--- src/rtl/ptr_agu_pkg.sv ---
package ptr_agu_pkg;

    localparam int REG_IDX_W  = 8;
    localparam int DATA_W     = 16;
    localparam int EXT_W      = 24;
    localparam int MADDR_W    = 20;
    localparam int BYTE_W     = 8;
    localparam int HI_W       = EXT_W - DATA_W;
    localparam int WORD_BYTES = DATA_W / BYTE_W;

    typedef enum logic [1:0] {
        KIND_PLAIN = 2'd0,
        KIND_EXT   = 2'd1,
        KIND_PUSH  = 2'd2,
        KIND_POP   = 2'd3
    } acc_kind_e;

    typedef enum logic [2:0] {
        ST_IDLE,
        ST_GRAB,
        ST_MEM1,
        ST_MEM2,
        ST_WB_LO,
        ST_WB_HI,
        ST_WB_DATA
    } agu_state_e;

    typedef struct packed {
        logic [REG_IDX_W-1:0] preg;
        logic                 autoinc;
        logic [REG_IDX_W-1:0] dreg;
        logic                 word;
        logic                 load;
        acc_kind_e            kind;
    } agu_cmd_t;

    function automatic agu_cmd_t decode_cmd(
        input logic [REG_IDX_W-1:0] field,
        input logic [REG_IDX_W-1:0] dreg,
        input logic                 word,
        input logic                 load,
        input logic [1:0]           kind
    );
        agu_cmd_t c;
        c.preg    = {field[REG_IDX_W-1:1], 1'b0};
        c.autoinc = field[0];
        c.dreg    = dreg;
        c.word    = word;
        c.load    = load;
        c.kind    = acc_kind_e'(kind);
        return c;
    endfunction

    function automatic logic is_stack(input acc_kind_e k);
        return (k == KIND_PUSH) || (k == KIND_POP);
    endfunction

endpackage

--- src/rtl/ptr_agu_ctrl.sv ---
module ptr_agu_ctrl
    import ptr_agu_pkg::*;
(
    input  logic       clk,
    input  logic       rst,
    input  logic       cmd_valid,
    input  agu_cmd_t   cmd_in,
    input  logic       mem_ack,
    output agu_state_e state,
    output agu_cmd_t   cmd_q
);

    agu_state_e state_nx;

    always_comb begin
        state_nx = state;
        unique case (state)
            ST_IDLE:    if (cmd_valid) state_nx = ST_GRAB;
            ST_GRAB:    state_nx = ST_MEM1;
            ST_MEM1:    if (mem_ack) state_nx = is_stack(cmd_q.kind) ? ST_MEM2 : ST_WB_LO;
            ST_MEM2:    if (mem_ack) state_nx = ST_WB_LO;
            ST_WB_LO: begin
                if (cmd_q.kind == KIND_EXT)                     state_nx = ST_WB_HI;
                else if (cmd_q.kind == KIND_PLAIN && cmd_q.load) state_nx = ST_WB_DATA;
                else                                             state_nx = ST_IDLE;
            end
            ST_WB_HI:   state_nx = cmd_q.load ? ST_WB_DATA : ST_IDLE;
            ST_WB_DATA: state_nx = ST_IDLE;
            default:    state_nx = ST_IDLE;
        endcase
    end

    always_ff @(posedge clk) begin
        if (rst) begin
            state <= ST_IDLE;
            cmd_q <= '0;
        end else begin
            state <= state_nx;
            if (state == ST_IDLE && cmd_valid) begin
                cmd_q <= cmd_in;
            end
        end
    end

endmodule

--- src/rtl/ptr_agu_sp.sv ---
module ptr_agu_sp #(
    parameter int W    = 16,
    parameter int STEP = 2
) (
    input  logic         clk,
    input  logic         rst,
    input  logic         dec,
    input  logic         inc,
    output logic [W-1:0] sp
);

    always_ff @(posedge clk) begin
        if (rst) begin
            sp <= '0;
        end else if (dec) begin
            sp <= sp - W'(STEP);
        end else if (inc) begin
            sp <= sp + W'(STEP);
        end
    end

endmodule

--- src/rtl/ptr_agu_step.sv ---
module ptr_agu_step #(
    parameter int DW = 16,
    parameter int EW = 24
) (
    input  logic [EW-1:0] ptr_in,
    input  logic          ext,
    input  logic          word,
    output logic [EW-1:0] ptr_next
);

    localparam int HW = EW - DW;

    logic [EW-1:0] sum;

    assign sum      = ptr_in + (word ? EW'(2) : EW'(1));
    assign ptr_next = ext ? sum : {{HW{1'b0}}, sum[DW-1:0]};

endmodule

--- src/rtl/ptr_agu_addr.sv ---
module ptr_agu_addr
    import ptr_agu_pkg::*;
#(
    parameter int DW = 16,
    parameter int AW = 20
) (
    input  agu_state_e    state,
    input  acc_kind_e     kind,
    input  logic          load,
    input  logic          word,
    input  logic [AW-1:0] ptr_lo,
    input  logic [DW-1:0] sp,
    output logic          mem_req,
    output logic          mem_we,
    output logic          mem_word,
    output logic [AW-1:0] mem_addr
);

    logic use_sp;

    always_comb begin
        mem_req  = (state == ST_MEM1) || (state == ST_MEM2);
        use_sp   = ((kind == KIND_PUSH) && (state == ST_MEM2)) ||
                   ((kind == KIND_POP)  && (state == ST_MEM1));
        if (is_stack(kind)) begin
            mem_we   = mem_req && (state == ST_MEM2);
            mem_word = mem_req;
        end else begin
            mem_we   = mem_req && !load;
            mem_word = mem_req && word;
        end
        if (use_sp)                mem_addr = AW'(sp);
        else if (kind == KIND_EXT) mem_addr = ptr_lo;
        else                       mem_addr = AW'(ptr_lo[DW-1:0]);
    end

endmodule

--- src/rtl/ptr_agu.sv ---
module ptr_agu
    import ptr_agu_pkg::*;
(
    input  logic                 clk,
    input  logic                 rst,
    input  logic                 cmd_valid,
    input  logic [REG_IDX_W-1:0] cmd_field,
    input  logic [REG_IDX_W-1:0] cmd_dreg,
    input  logic                 cmd_word,
    input  logic                 cmd_load,
    input  logic [1:0]           cmd_kind,
    output logic                 busy,
    output logic [REG_IDX_W-1:0] rf_ra_addr,
    input  logic [DATA_W-1:0]    rf_ra_data,
    output logic [REG_IDX_W-1:0] rf_rb_addr,
    input  logic [DATA_W-1:0]    rf_rb_data,
    output logic                 rf_we,
    output logic [REG_IDX_W-1:0] rf_waddr,
    output logic [DATA_W-1:0]    rf_wdata,
    output logic                 mem_req,
    output logic                 mem_we,
    output logic                 mem_word,
    output logic [MADDR_W-1:0]   mem_addr,
    output logic [DATA_W-1:0]    mem_wdata,
    input  logic [DATA_W-1:0]    mem_rdata,
    input  logic                 mem_ack,
    output logic [DATA_W-1:0]    sp_value
);

    agu_cmd_t   cmd_in;
    agu_cmd_t   cmd_q;
    agu_state_e state;

    logic [EXT_W-1:0]     ptr_q;
    logic [EXT_W-1:0]     ptr_next;
    logic [DATA_W-1:0]    dbuf_q;
    logic [REG_IDX_W-1:0] hi_idx;
    logic                 is_ext;
    logic                 stack_op;
    logic                 data_load;
    logic                 hit_lo;
    logic                 hit_hi;
    logic                 unused_hi_byte;

    assign cmd_in = decode_cmd(cmd_field, cmd_dreg, cmd_word, cmd_load, cmd_kind);

    ptr_agu_ctrl u_ctrl (
        .clk       (clk),
        .rst       (rst),
        .cmd_valid (cmd_valid),
        .cmd_in    (cmd_in),
        .mem_ack   (mem_ack),
        .state     (state),
        .cmd_q     (cmd_q)
    );

    assign busy      = (state != ST_IDLE);
    assign is_ext    = (cmd_q.kind == KIND_EXT);
    assign stack_op  = is_stack(cmd_q.kind);
    assign data_load = cmd_q.load && !stack_op;
    assign hi_idx    = cmd_q.preg + REG_IDX_W'(WORD_BYTES);
    assign hit_lo    = data_load && (cmd_q.dreg == cmd_q.preg);
    assign hit_hi    = data_load && (cmd_q.dreg == hi_idx);

    // Port A: pointer low word, except during a store access where it sources data.
    assign rf_ra_addr = (state == ST_MEM1 && !stack_op && !cmd_q.load) ? cmd_q.dreg : cmd_q.preg;
    assign rf_rb_addr = hi_idx;
    assign unused_hi_byte = ^rf_rb_data[DATA_W-1:HI_W];

    always_ff @(posedge clk) begin
        if (rst) begin
            ptr_q  <= '0;
            dbuf_q <= '0;
        end else begin
            if (state == ST_GRAB) begin
                ptr_q <= is_ext ? {rf_rb_data[HI_W-1:0], rf_ra_data}
                                : {{HI_W{1'b0}}, rf_ra_data};
            end
            if (state == ST_MEM1 && mem_ack && !mem_we) begin
                dbuf_q <= mem_rdata;
            end
        end
    end

    ptr_agu_sp #(
        .W    (DATA_W),
        .STEP (WORD_BYTES)
    ) u_sp (
        .clk (clk),
        .rst (rst),
        .dec (state == ST_GRAB && cmd_q.kind == KIND_PUSH),
        .inc (state == ST_MEM1 && mem_ack && cmd_q.kind == KIND_POP),
        .sp  (sp_value)
    );

    ptr_agu_step #(
        .DW (DATA_W),
        .EW (EXT_W)
    ) u_step (
        .ptr_in   (ptr_q),
        .ext      (is_ext),
        .word     (stack_op || cmd_q.word),
        .ptr_next (ptr_next)
    );

    ptr_agu_addr #(
        .DW (DATA_W),
        .AW (MADDR_W)
    ) u_addr (
        .state    (state),
        .kind     (cmd_q.kind),
        .load     (cmd_q.load),
        .word     (cmd_q.word),
        .ptr_lo   (ptr_q[MADDR_W-1:0]),
        .sp       (sp_value),
        .mem_req  (mem_req),
        .mem_we   (mem_we),
        .mem_word (mem_word),
        .mem_addr (mem_addr)
    );

    assign mem_wdata = stack_op ? dbuf_q : rf_ra_data;

    always_comb begin
        rf_we    = 1'b0;
        rf_waddr = cmd_q.preg;
        rf_wdata = ptr_next[DATA_W-1:0];
        unique case (state)
            ST_WB_LO: rf_we = cmd_q.autoinc && !hit_lo;
            ST_WB_HI: begin
                rf_we    = cmd_q.autoinc && !hit_hi;
                rf_waddr = hi_idx;
                rf_wdata = {{(DATA_W-HI_W){1'b0}}, ptr_next[EXT_W-1:DATA_W]};
            end
            ST_WB_DATA: begin
                rf_we    = 1'b1;
                rf_waddr = cmd_q.dreg;
                rf_wdata = cmd_q.word ? dbuf_q : {{(DATA_W-BYTE_W){1'b0}}, dbuf_q[BYTE_W-1:0]};
            end
            default: ;
        endcase
    end

endmodule

--- config.mk ---
export PLATFORM = sky130hd
export DESIGN_NAME = ptr_agu
export DESIGN_NICKNAME = d
export VERILOG_FILES = /design/src/rtl/ptr_agu_pkg.sv /design/src/rtl/ptr_agu_ctrl.sv /design/src/rtl/ptr_agu_sp.sv /design/src/rtl/ptr_agu_step.sv /design/src/rtl/ptr_agu_addr.sv /design/src/rtl/ptr_agu.sv
export SDC_FILE = /design/constraint.sdc
export NUM_CORES = 1
export LEC_CHECK = 0
export BUFFER_PORTS_ARGS = -buffer_cell sky130_fd_sc_hd__buf_2
export CAP_MARGIN = 20
export CORE_MARGIN = 4
export CORE_UTILIZATION = 56
export DETAILED_ROUTE_END_ITERATION = 7
export PLACE_DENSITY_LB_ADDON = 0.2
export SLEW_MARGIN = 20
export SYNTH_ARGS = -nofsm -noshare
export SYNTH_HDL_FRONTEND = slang
export SYNTH_SLANG_ARGS = --single-unit
--- constraint.sdc ---
create_clock -name clk -period 5.69 [get_ports clk]
set_clock_uncertainty 0.15 [all_clocks]
set_input_delay 0.569 -clock clk [delete_from_list [all_inputs] [get_ports clk]]
set_output_delay 0.569 -clock clk [all_outputs]
set_load 0.01 [all_outputs]
==> flow_summary_export.csv, run 1 <==
group,metric,value,unit
outcome,status,"completed",
routing,via_per_inst,5.78,
placed_design,hpwl,12000,um
placed_design,gp_congestion,0.938,
power,ir_worst_vdd,0.158,mV
global_routing,grt_usage,27.6,%
global_routing,grt_overflow,0,
timing,maxSlewViolCount,0,
placed_design,place_area,0.00619,mm^2
floorplan,start_util,58.3,%
synth,synth_edf_count,0,
synth,yosysTopAreaCell,"dfxtp_1",
global_routing,grt_pass1_wl,25800,um
global_routing,antenna_found_initial,0,
worst_setup_path,critPathKind,"register to primary output",
floorplan,io_pins,169,
final_layout,final_cell_mix,"158 x nand2_1, 158 x buf_2, 88 x a21oi_1",
worst_setup_path,cp-startpoint,"u_ctrl.state[1]",
synth,yosys_warnings,0,
worst_setup_path,r2r-end,"u_sp.sp[15]",
routing,postRouteAntennaNets,0,
final_layout,syn_to_final_growth,17.2,%
timing,period_needed,4100,ps
final_layout,diodes,0,
global_routing,grt_max_degree,50,
placed_design,dp.cells,970,
timing,rsz0062_at_grt,"no",
worst_setup_path,crit_required,4970,ps
clock_tree,holdBufCountCts,0,
final_layout,finalNonFillerCells,986,
final_layout,drive_gt1_share,26.1,%
clock_tree,cts_tree,"built",
clock_tree,cts_made_buffers,9,
clock_tree,cts.repair.resized,0,
routing,drt_wl_total,16100,um
timing,fin_crit_sh,72.0,%
floorplan,die_width,107,um
timing,setup_tns,0,ps
worst_setup_path,crit_fanout,27,
worst_setup_path,r2r_start,"u_ctrl.state[0]",
routing,wire_per_inst,16.3,um
worst_setup_path,cp.arrival,3380,ps
synth,synth.top_cell.area_share,28.7,%
timing,fmax,244,MHz
placed_design,portBuffers,158,
clock_tree,cts_root_buffer,"clkbuf_8",
floorplan,core,0.00933,mm^2
synth,synth.area.top_cells,"dfxtp_1 29%, nand2_1 11%, a21oi_1 8.1%, mux2_2 7.9%, xnor2_1 5.6%",
synth,async_flop_share,0,%
clock_tree,clock-sinks,78,
synth,synthCells,730,
synth,synth_area,0.00544,mm^2
global_routing,grt_pass1_vias,5208,
synth,ys.flop_type,"dfxtp_1",
synth,ys_ff_latch,78,
synth,ys_types,62,
worst_setup_path,rrSetupSlack,1600,ps
clock_tree,clockBufferDepth,2,
clock_tree,post-cts-setup-buffers,0,
timing,tightest_slew,1010,ps
hold_path,hp-class,"input pin to register",
synth,seq_area_frac_synth,28.7,%
routing,drt-initial-drc-count,293,
floorplan,die_area,0.0114,mm^2
timing,slew_headroom,32.0,%
clock_tree,htree_levels,3,
final_layout,nets,942,
routing,vias,5699,
final_layout,design_area,0.00638,mm^2
clock_tree,clk_pin_slew_worst_paths,90,ps
clock_tree,insertion_delay,350,ps
timing,finalSetupViolations,0,
flow_run,maxCapViolCount,0,
worst_setup_path,crit_path_start_kind,"register",
timing,hold_viol_final,0,
floorplan,rows,35,
floorplan,fp.dieH,107,um
routing,drc,0,
power,pwr_density_cell,238,mW/mm^2
power,leakagePower,2.71,nW
synth,syn_avg_cell_area,7.45,um^2
worst_setup_path,reg2reg_depth,10,
power,p_total,0.00152,W
worst_setup_path,cp-end-kind,"primary output",
routing,drtPass1Iterations,5,
worst_setup_path,cp-endpoint,"rf_wdata[7]",
[registers in the layout (all words and copies together), names as in the netlist]
name,flops
dbuf_q,16
ptr_q,24
u_ctrl.cmd_q,20
u_ctrl.state,3
u_sp.sp,15
[cell families after synthesis]
group / after synthesis / synth area share (%)
DFF: 78 / 28.7
buffers and inverters: 68 / 5.50
adders and majority gates: 18 / 4.42
xor gates and xnor gates: 45 / 7.25
and+or+nand+nor: 298 / 25.4
muxes: 40 / 8.24
AOI/OAI and AO/OA: 182 / 20.4
other: 1 / 0.0689
[cell usage after synthesis (all sizes together), types with 2 or more instances]
| cell type | number |
|---|---|
| o21ai | 34 |
| a22oi | 11 |
| buf | 22 |
| o211a | 2 |
| xnor2 | 35 |
| and4 | 5 |
| o22a | 3 |
| mux2i | 2 |
| nand2b | 6 |
| nand3b | 8 |
| nor2b | 5 |
| and3 | 3 |
| fa | 2 |
| and2 | 6 |
| o31ai | 2 |
| a21oi | 89 |
| o2111a | 2 |
| xor2 | 10 |
| ha | 16 |
| nor3b | 3 |
| nand4 | 6 |
| nand2 | 158 |
| mux2 | 38 |
| a21o | 10 |
| clkbuf | 30 |
| nor2 | 32 |
| o311ai | 2 |
| o2bb2ai | 2 |
| or3 | 4 |
| inv | 16 |
| o211ai | 2 |
| o22ai | 6 |
| a21boi | 2 |
| nor3 | 19 |
| dfxtp | 78 |
| o2111ai | 4 |
| nand3 | 31 |
| nor4 | 9 |
[metal layers]
| metal | vias up | global-route usage [%] | share of wire [%] |
|---|---|---|---|
| li1 | 2793 | - | - |
| met4 | 0 | 10.0 | 2.3 |
| met2 | 214 | 46.2 | 48 |
| met3 | 29 | 3.22 | 5.6 |
| met1 | 2663 | 36.6 | 44 |
| met5 | - | 0 | 0 |
[critical path, stage by stage, from the launching register on]
cell and delay [ps]:
dfxtp_1 900, nand2_1 370, nor2_1 760, nor2_1 390, a22oi_1 320, o21ai_1 130
buf_2 160
[through the flow]
step / util, % / hold slack (ps) / worst slack [ps]
2_1_floorplan: - / 294 / 2580
3_3_place_gp: 66.3 / 308 / 1790
3_5_place_dp: 66.3 / 310 / 1700
4_1_cts: 68.4 / 288 / 1650
5_1_grt: 68.4 / 289 / 1220
6_report: 68.4 / 293 / 1590
[layout make-up]
cell class | instances | area, um^2
Clock inverter | 5 | 58.8
Clock buffer | 11 | 131
Timing Repair Buffer | 162 | 821
Inverter | 16 | 60.1
Sequential cell | 78 | 1560
Fill cell | 863 | 2950
Tap cell | 129 | 161
Multi-Input combinational cell | 585 | 3580
[worst min-delay path by stage]
stage	start	end	slack, ps	cells after the start
detailed placement	ptr_q[23]	ptr_q[23]	310	2
global placement	dbuf_q[8]	dbuf_q[8]	310	2
finish	cmd_field[5]	u_ctrl.cmd_q[18]	290	3
floorplan	ptr_q[23]	ptr_q[23]	290	2
CTS	cmd_field[5]	u_ctrl.cmd_q[18]	290	3
global route	cmd_field[7]	u_ctrl.cmd_q[20]	290	3
[report_power, final]
| part | leakage (nW) | switching, W | internal [W] | total (W) |
|---|---|---|---|---|
| sequential | 0.633 | 0.0000723 | 0.000581 | 0.000654 |
| combinational | 1.99 | 0.000250 | 0.000190 | 0.000440 |
| clock | 0.0899 | 0.000219 | 0.000204 | 0.000423 |
No activity file was read; power rests on OpenSTA's default activity.
==> inputs of run 2 (changes only) <==
--- a/config.mk
+++ b/config.mk
@@ -5,10 +5,11 @@
 export SDC_FILE = /design/constraint.sdc
 export NUM_CORES = 1
 export LEC_CHECK = 0
+export ABC_AREA = 1
 export BUFFER_PORTS_ARGS = -buffer_cell sky130_fd_sc_hd__buf_2
 export CAP_MARGIN = 20
 export CORE_MARGIN = 4
-export CORE_UTILIZATION = 56
+export CORE_UTILIZATION = 47
 export DETAILED_ROUTE_END_ITERATION = 7
 export PLACE_DENSITY_LB_ADDON = 0.2
 export SLEW_MARGIN = 20
==> constraint.sdc (replaced) <==
create_clock -name clk -period 3.6 [get_ports clk]
set_clock_uncertainty 0.15 [all_clocks]
set_input_delay 0.36 -clock clk [delete_from_list [all_inputs] [get_ports clk]]
set_output_delay 0.36 -clock clk [all_outputs]
set_load 0.01 [all_outputs]
==> flow_summary_export.csv, run 2 <==
group,metric,value,unit
worst_setup_path,rrSetupSlack,520,ps
routing,wl_met1,7740,um
clock_tree,cts_root_buffer,"clkbuf_16",
timing,period_needed,3310,ps
final_layout,fillers,1125,
worst_setup_path,crit_required,3090,ps
synth,synth.area.top_cells,"dfxtp_1 29%, nand2_1 14%, o21ai_0 8.9%, a21oi_1 7.7%, inv_1 6.4%",
synth,ys.flop_type,"dfxtp_1",
floorplan,start_util,48.6,%
routing,drt_wl_total,17300,um
timing,maxSlewViolCount,0,
routing,met2_length,7390,um
synth,yosysMostFrequentCell,"nand2_1",
floorplan,die_area,0.0131,mm^2
clock_tree,clockBufferDepth,2,
routing,postRouteAntennaNets,0,
power,ir_worst_vdd,0.327,mV
final_layout,drive_gt1_share,20.7,%
global_routing,grt_overflow,0,
routing,wire_per_inst,15.1,um
clock_tree,post-cts-setup-buffers,0,
routing,routed.top_layer,"met4",
routing,via_per_inst,5.32,
worst_setup_path,cp.arrival,2800,ps
worst_setup_path,cp-endpoint,"rf_wdata[14]",
routing,vias,6089,
final_layout,final_common_cell,"nand2_1",
synth,async_flop_share,0,%
synth,yosysTopAreaCell,"dfxtp_1",
global_routing,antenna_found_initial,0,
worst_setup_path,worstPathCellList,"nor2_1 -> ha_1 -> fa_1 -> nand3_1 -> nor2_1 -> nand4_1 -> nand2_1 -> o21ai_1 -> a21oi_1 -> o21ai_0 -> buf_2",
placed_design,portBuffers,158,
synth,synth_simple_gate_area_share,30.4,%
timing,rsz0062_at_grt,"no",
flow_run,maxCapViolCount,0,
worst_setup_path,cp-startpoint,"u_ctrl.cmd_q[1]",
power,leakagePower,3.21,nW
worst_setup_path,critPathMaxStageDelay,520,ps
final_layout,syn_to_final_growth,22.3,%
synth,synthMuxAreaShare,0,%
synth,synthCells,858,
clock_tree,htree_levels,3,
routing,drtPass1Iterations,6,
final_layout,largest_register_ffs,24,
final_layout,diodes,0,
synth,synth_top_family_by_area,"simple AND/OR/NAND/NOR gates",
synth,synth_edf_count,0,
clock_tree,cts_tree,"built",
final_layout,regMostFlops,"ptr_q",
global_routing,grt_max_degree,68,
power,p_total,0.00346,W
final_layout,nets,1089,
timing,finalSetupViolations,0,
floorplan,die_width,114,um
placed_design,gp_congestion,0.944,
synth,synth_xor_area_share,2.47,%
final_layout,final_cell_mix,"201 x nand2_1, 158 x buf_2, 94 x o21ai_0",
clock_tree,cts_made_buffers,9,
synth,synth_common_cells,"201 x nand2_1, 94 x o21ai_0, 90 x inv_1",
worst_setup_path,crit_fanout,9,
clock_tree,clk_pin_slew_worst_paths,60,ps
routing,drt-initial-drc-count,490,
timing,slew_headroom,55.9,%
final_layout,reg_top3,"ptr_q (24), u_ctrl.cmd_q (20), dbuf_q (16)",
clock_tree,holdBufCountCts,0,
placed_design,place_area,0.00618,mm^2
clock_tree,clock-sinks,78,
worst_setup_path,crit_slowest_cell,"dfxtp_1",
timing,fin_crit_sh,91.9,%
worst_setup_path,crit_path_start_kind,"register",
synth,synthAdderAreaFrac,4.52,%
synth,synth.top_cell.area_share,29.4,%
timing,setup_tns,0,ps
placed_design,hpwl,13200,um
synth,yosys_warnings,0,
worst_setup_path,r2r_start,"u_ctrl.state[0]",
synth,synth_area,0.00531,mm^2
floorplan,fp.dieH,114,um
power,pwr_density_cell,532,mW/mm^2
synth,syn_avg_cell_area,6.19,um^2
clock_tree,insertion_delay,350,ps
worst_setup_path,cp-end-kind,"primary output",
worst_setup_path,reg2reg_depth,13,
global_routing,grt_usage,26.6,%
synth,ys_ff_latch,78,
hold_path,hp-class,"input pin to register",
floorplan,core,0.0109,mm^2
synth,ys_types,43,
final_layout,design_area,0.00650,mm^2
global_routing,grt_pass1_vias,5502,
synth,seq_area_frac_synth,29.4,%
timing,hold_viol_final,0,
floorplan,io_pins,169,
worst_setup_path,r2r-end,"u_sp.sp[12]",
worst_setup_path,critPathKind,"register to primary output",
global_routing,grt_pass1_wl,27700,um
outcome,status,"completed",
routing,drc,0,
timing,fmax,302,MHz
timing,tightest_slew,659,ps
worst_setup_path,crit_top_cell,"nor2_1",
routing,wl_met3,1740,um
synth,synth_compound_area_share,22.8,%
floorplan,rows,38,
-- run 2: critical path: cells and delay by family, from the launching register on --
| kind | cells | cell delay, ps |
|---|---|---|
| AO/OA/AOI/OAI | 3 | 440 |
| buffers and inverters | 1 | 200 |
| flip-flops | 1 | 520 |
| adder cells (fa/ha/maj) | 2 | 650 |
| AND/OR/NAND/NOR | 5 | 640 |
-- run 2: layer usage --
metal,vias up,track usage (%)
met2,271,39.9
met1,2674,38.1
li1,3118,-
met3,26,4.70
met4,0,9.74
met5,-,0
-- run 2: kinds of logic after synthesis --
kind of cell,count (synthesis)
XOR/XNOR,15
other,1
AO/OA/AOI/OAI,224
adder cells (fa/ha/maj),18
buffers and inverters,138
AND/OR/NAND/NOR,384
flip-flops,78
-- run 2: worst min path at each step --
stage	slack, ps	depth (start not counted)	startpoint	to
floorplan	280	2	u_ctrl.cmd_q[12]	u_ctrl.cmd_q[12]
global placement	290	2	u_ctrl.cmd_q[12]	u_ctrl.cmd_q[12]
detailed placement	300	2	u_ctrl.cmd_q[12]	u_ctrl.cmd_q[12]
CTS	110	3	mem_rdata[8]	dbuf_q[8]
global route	120	3	mem_rdata[11]	dbuf_q[11]
finish	110	3	mem_rdata[9]	dbuf_q[9]
-- run 2: cell type report --
type	instances	area (um^2)	area share, %
multi-input combinational	643	3220	49.5
sequential	78	1560	24.0
timing repair buffer	166	851	13.1
inverter	101	379	5.83
clock buffer	10	229	3.52
tap	140	175	2.70
clock inverter	6	86.3	1.33
-- run 2: repair_timing --
item	CTS	global route
setup endpoints to repair	0	1
endpoints found under the hold margin	0	0
resized for setup	0	1
-- run 2: metrics by stage --
| stage | setup slack (ps) | util, % | hold slack [ps] | cells |
|---|---|---|---|---|
| after floorplan | 941 | - | 280 | 859 |
| after global placement | 595 | 56.5 | 292 | 1128 |
| after detailed placement | 589 | 56.5 | 297 | 1128 |
| after CTS | 313 | 59.4 | 107 | 1144 |
| after global routing | 29.0 | 59.4 | 116 | 1144 |
| final | 290 | 59.4 | 109 | 1144 |
-- run 2: power by group --
group | switching (W) | total (W) | internal, W
Sequential | 0.000172 | 0.00119 | 0.00102
Combinational | 0.000815 | 0.00128 | 0.000461
Clock | 0.000389 | 0.000995 | 0.000606
Total | 0.00138 | 0.00346 | 0.00208
==> inputs of run 3 (changes only) <==
--- a/config.mk
+++ b/config.mk
@@ -12,6 +12,7 @@
 export CORE_UTILIZATION = 47
 export DETAILED_ROUTE_END_ITERATION = 7
 export PLACE_DENSITY_LB_ADDON = 0.2
+export SETUP_SLACK_MARGIN = 0.3
 export SLEW_MARGIN = 20
 export SYNTH_ARGS = -nofsm -noshare
 export SYNTH_HDL_FRONTEND = slang
==> flow_summary_export.csv, run 3 (synthesis results as in run 2) <==
group,metric,value,unit
outcome,status,"completed",
worst_setup_path,cp-end-kind,"primary output",
worst_setup_path,cp_top_family,"simple AND/OR/NAND/NOR gates",
final_layout,largest_register_ffs,24,
timing,rsz0062_at_grt,"yes",
final_layout,final_cell_mix,"201 x nand2_1, 158 x buf_2, 93 x o21ai_0",
clock_tree,clk_pin_slew_worst_paths,60,ps
worst_setup_path,cp-endpoint,"rf_wdata[0]",
timing,hold_viol_final,0,
routing,vias,6085,
placed_design,portBuffers,158,
timing,slew_headroom,57.5,%
final_layout,final_common_cell,"nand2_1",
routing,postRouteAntennaNets,0,
routing,drtPass1Iterations,5,
worst_setup_path,crit_fanout,9,
placed_design,hpwl,13200,um
clock_tree,htree_levels,3,
floorplan,core,0.0109,mm^2
global_routing,grt_overflow,0,
worst_setup_path,crit_required,3090,ps
worst_setup_path,r2r_start,"u_ctrl.state[0]",
worst_setup_path,r2r-end,"u_sp.sp[12]",
final_layout,nets,1089,
clock_tree,insertion_delay,350,ps
routing,wire_per_inst,15.1,um
worst_setup_path,crit_top_cell,"nand3_1",
worst_setup_path,cp-startpoint,"u_ctrl.cmd_q[1]",
floorplan,start_util,48.6,%
worst_setup_path,path_depth,12,
worst_setup_path,worstPathCellList,"nor2_2 -> ha_1 -> fa_1 -> nand3_1 -> nor2_1 -> nand4_1 -> nor2_1 -> nand3_1 -> nand2_1 -> nand3_1 -> nand3_1 -> buf_2",
flow_run,maxCapViolCount,0,
worst_setup_path,rrSetupSlack,690,ps
routing,drt_wl_total,17200,um
routing,via_per_inst,5.32,
worst_setup_path,critPathKind,"register to primary output",
clock_tree,cts_made_buffers,9,
worst_setup_path,crit_path_start_kind,"register",
hold_path,hp-class,"input pin to register",
floorplan,rows,38,
timing,finalSetupViolations,0,
final_layout,reg_top3,"ptr_q (24), u_ctrl.cmd_q (20), dbuf_q (16)",
worst_setup_path,critPathMaxStageDelay,380,ps
floorplan,die_area,0.0131,mm^2
clock_tree,clockBufferDepth,2,
final_layout,drive_gt1_share,21.1,%
final_layout,diodes,0,
global_routing,grt_pass1_wl,27700,um
clock_tree,holdBufCountCts,0,
timing,maxSlewViolCount,0,
worst_setup_path,cp.arrival,2650,ps
worst_setup_path,crit_buf_inv,1,
timing,period_needed,3160,ps
clock_tree,cts_root_buffer,"clkbuf_16",
global_routing,grt_max_degree,68,
placed_design,gp_congestion,0.944,
floorplan,die_width,114,um
clock_tree,post-cts-setup-buffers,0,
timing,worst_hold_slack,106,ps
timing,tightest_slew,636,ps
worst_setup_path,crit_slowest_cell,"dfxtp_2",
final_layout,syn_to_final_growth,22.8,%
clock_tree,clock-sinks,78,
timing,setup_tns,0,ps
floorplan,fp.dieH,114,um
timing,fin_crit_sh,87.9,%
clock_tree,cts_tree,"built",
worst_setup_path,reg2reg_depth,13,
power,pwr_density_cell,532,mW/mm^2
global_routing,grt_usage,26.6,%
routing,drt-initial-drc-count,482,
routing,drc,0,
timing,fmax,316,MHz
power,ir_worst_vdd,0.327,mV
final_layout,regMostFlops,"ptr_q",
global_routing,antenna_found_initial,0,
global_routing,grt_pass1_vias,5502,
floorplan,io_pins,169,
power,leakagePower,3.22,nW
==> run 3: changes by cell type in the layout (fill, tap and decap cells not counted) <==
| cell | delta |
|---|---|
| a21oi_2 | -1 |
| nor2_1 | -2 |
| nor2_2 | +2 |
| a21oi_4 | +1 |
| nor3_2 | -1 |
| o21ai_0 | -1 |
| clkinvlp_4 | +1 |
| inv_1 | -1 |
| dfxtp_1 | -1 |
| dfxtp_2 | +1 |
| o21ai_1 | +1 |
| nor3_4 | +1 |
==> run 3: per-stage QoR <==
| step | cell area [um^2] | power [W] | setup slack [ps] | utilization [%] | instances |
|---|---|---|---|---|---|
| after global placement | 6180 | 0.00246 | 595 | 56.5 | 1128 |
| final | 6520 | 0.00347 | 437 | 59.6 | 1144 |
| after floorplan | 5320 | 0.00200 | 941 | - | 859 |
| after detailed placement | 6180 | 0.00247 | 589 | 56.5 | 1128 |
| after CTS | 6490 | 0.00346 | 313 | 59.4 | 1144 |
| after global routing | 6520 | 0.00368 | 256 | 59.6 | 1144 |
==> run 3: report_power, final <==
| group | switching (W) | internal (W) | total, W |
|---|---|---|---|
| sequential | 0.000172 | 0.00102 | 0.00119 |
| clock | 0.000390 | 0.000606 | 0.000996 |
| combinational | 0.000819 | 0.000462 | 0.00128 |
| total | 0.00138 | 0.00209 | 0.00347 |
==> run 3: timing repair <==
item                       4_1_cts  5_1_grt
setup endpoints to repair        0       12
hold endpoints to repair         0        0
resized for setup                0        8
==> run 3: worst min-delay path by stage <==
stage	start	endpoint	slack, ps	cells past startpoint
6_report	mem_rdata[9]	dbuf_q[9]	110	3
5_1_grt	mem_rdata[11]	dbuf_q[11]	120	3
4_1_cts	mem_rdata[8]	dbuf_q[8]	110	3
3_5_place_dp	u_ctrl.cmd_q[12]	u_ctrl.cmd_q[12]	300	2
3_3_place_gp	u_ctrl.cmd_q[12]	u_ctrl.cmd_q[12]	290	2
2_1_floorplan	u_ctrl.cmd_q[12]	u_ctrl.cmd_q[12]	280	2
==> run 3: routing by layer <==
metal | share of wire [%] | global-route usage [%]
met1 | 46 | 38.1
met2 | 43 | 39.9
met3 | 8.6 | 4.70
met4 | 2.3 | 9.74
met5 | 0 | 0
==> run 3: area by class of cell <==
class / count / area (um^2)
fill: 1124 / 4410
multi-input combinational: 643 / 3230
sequential: 78 / 1560
timing repair buffer: 166 / 851
inverter: 101 / 383
clock buffer: 10 / 229
tap: 140 / 175
clock inverter: 6 / 86.3
==> run 3: worst min-delay path: cells and delay by family <==
kind	cells	cell delay, ps
compound gates	1	70
buf+inv	1	70
simple gates	1	70
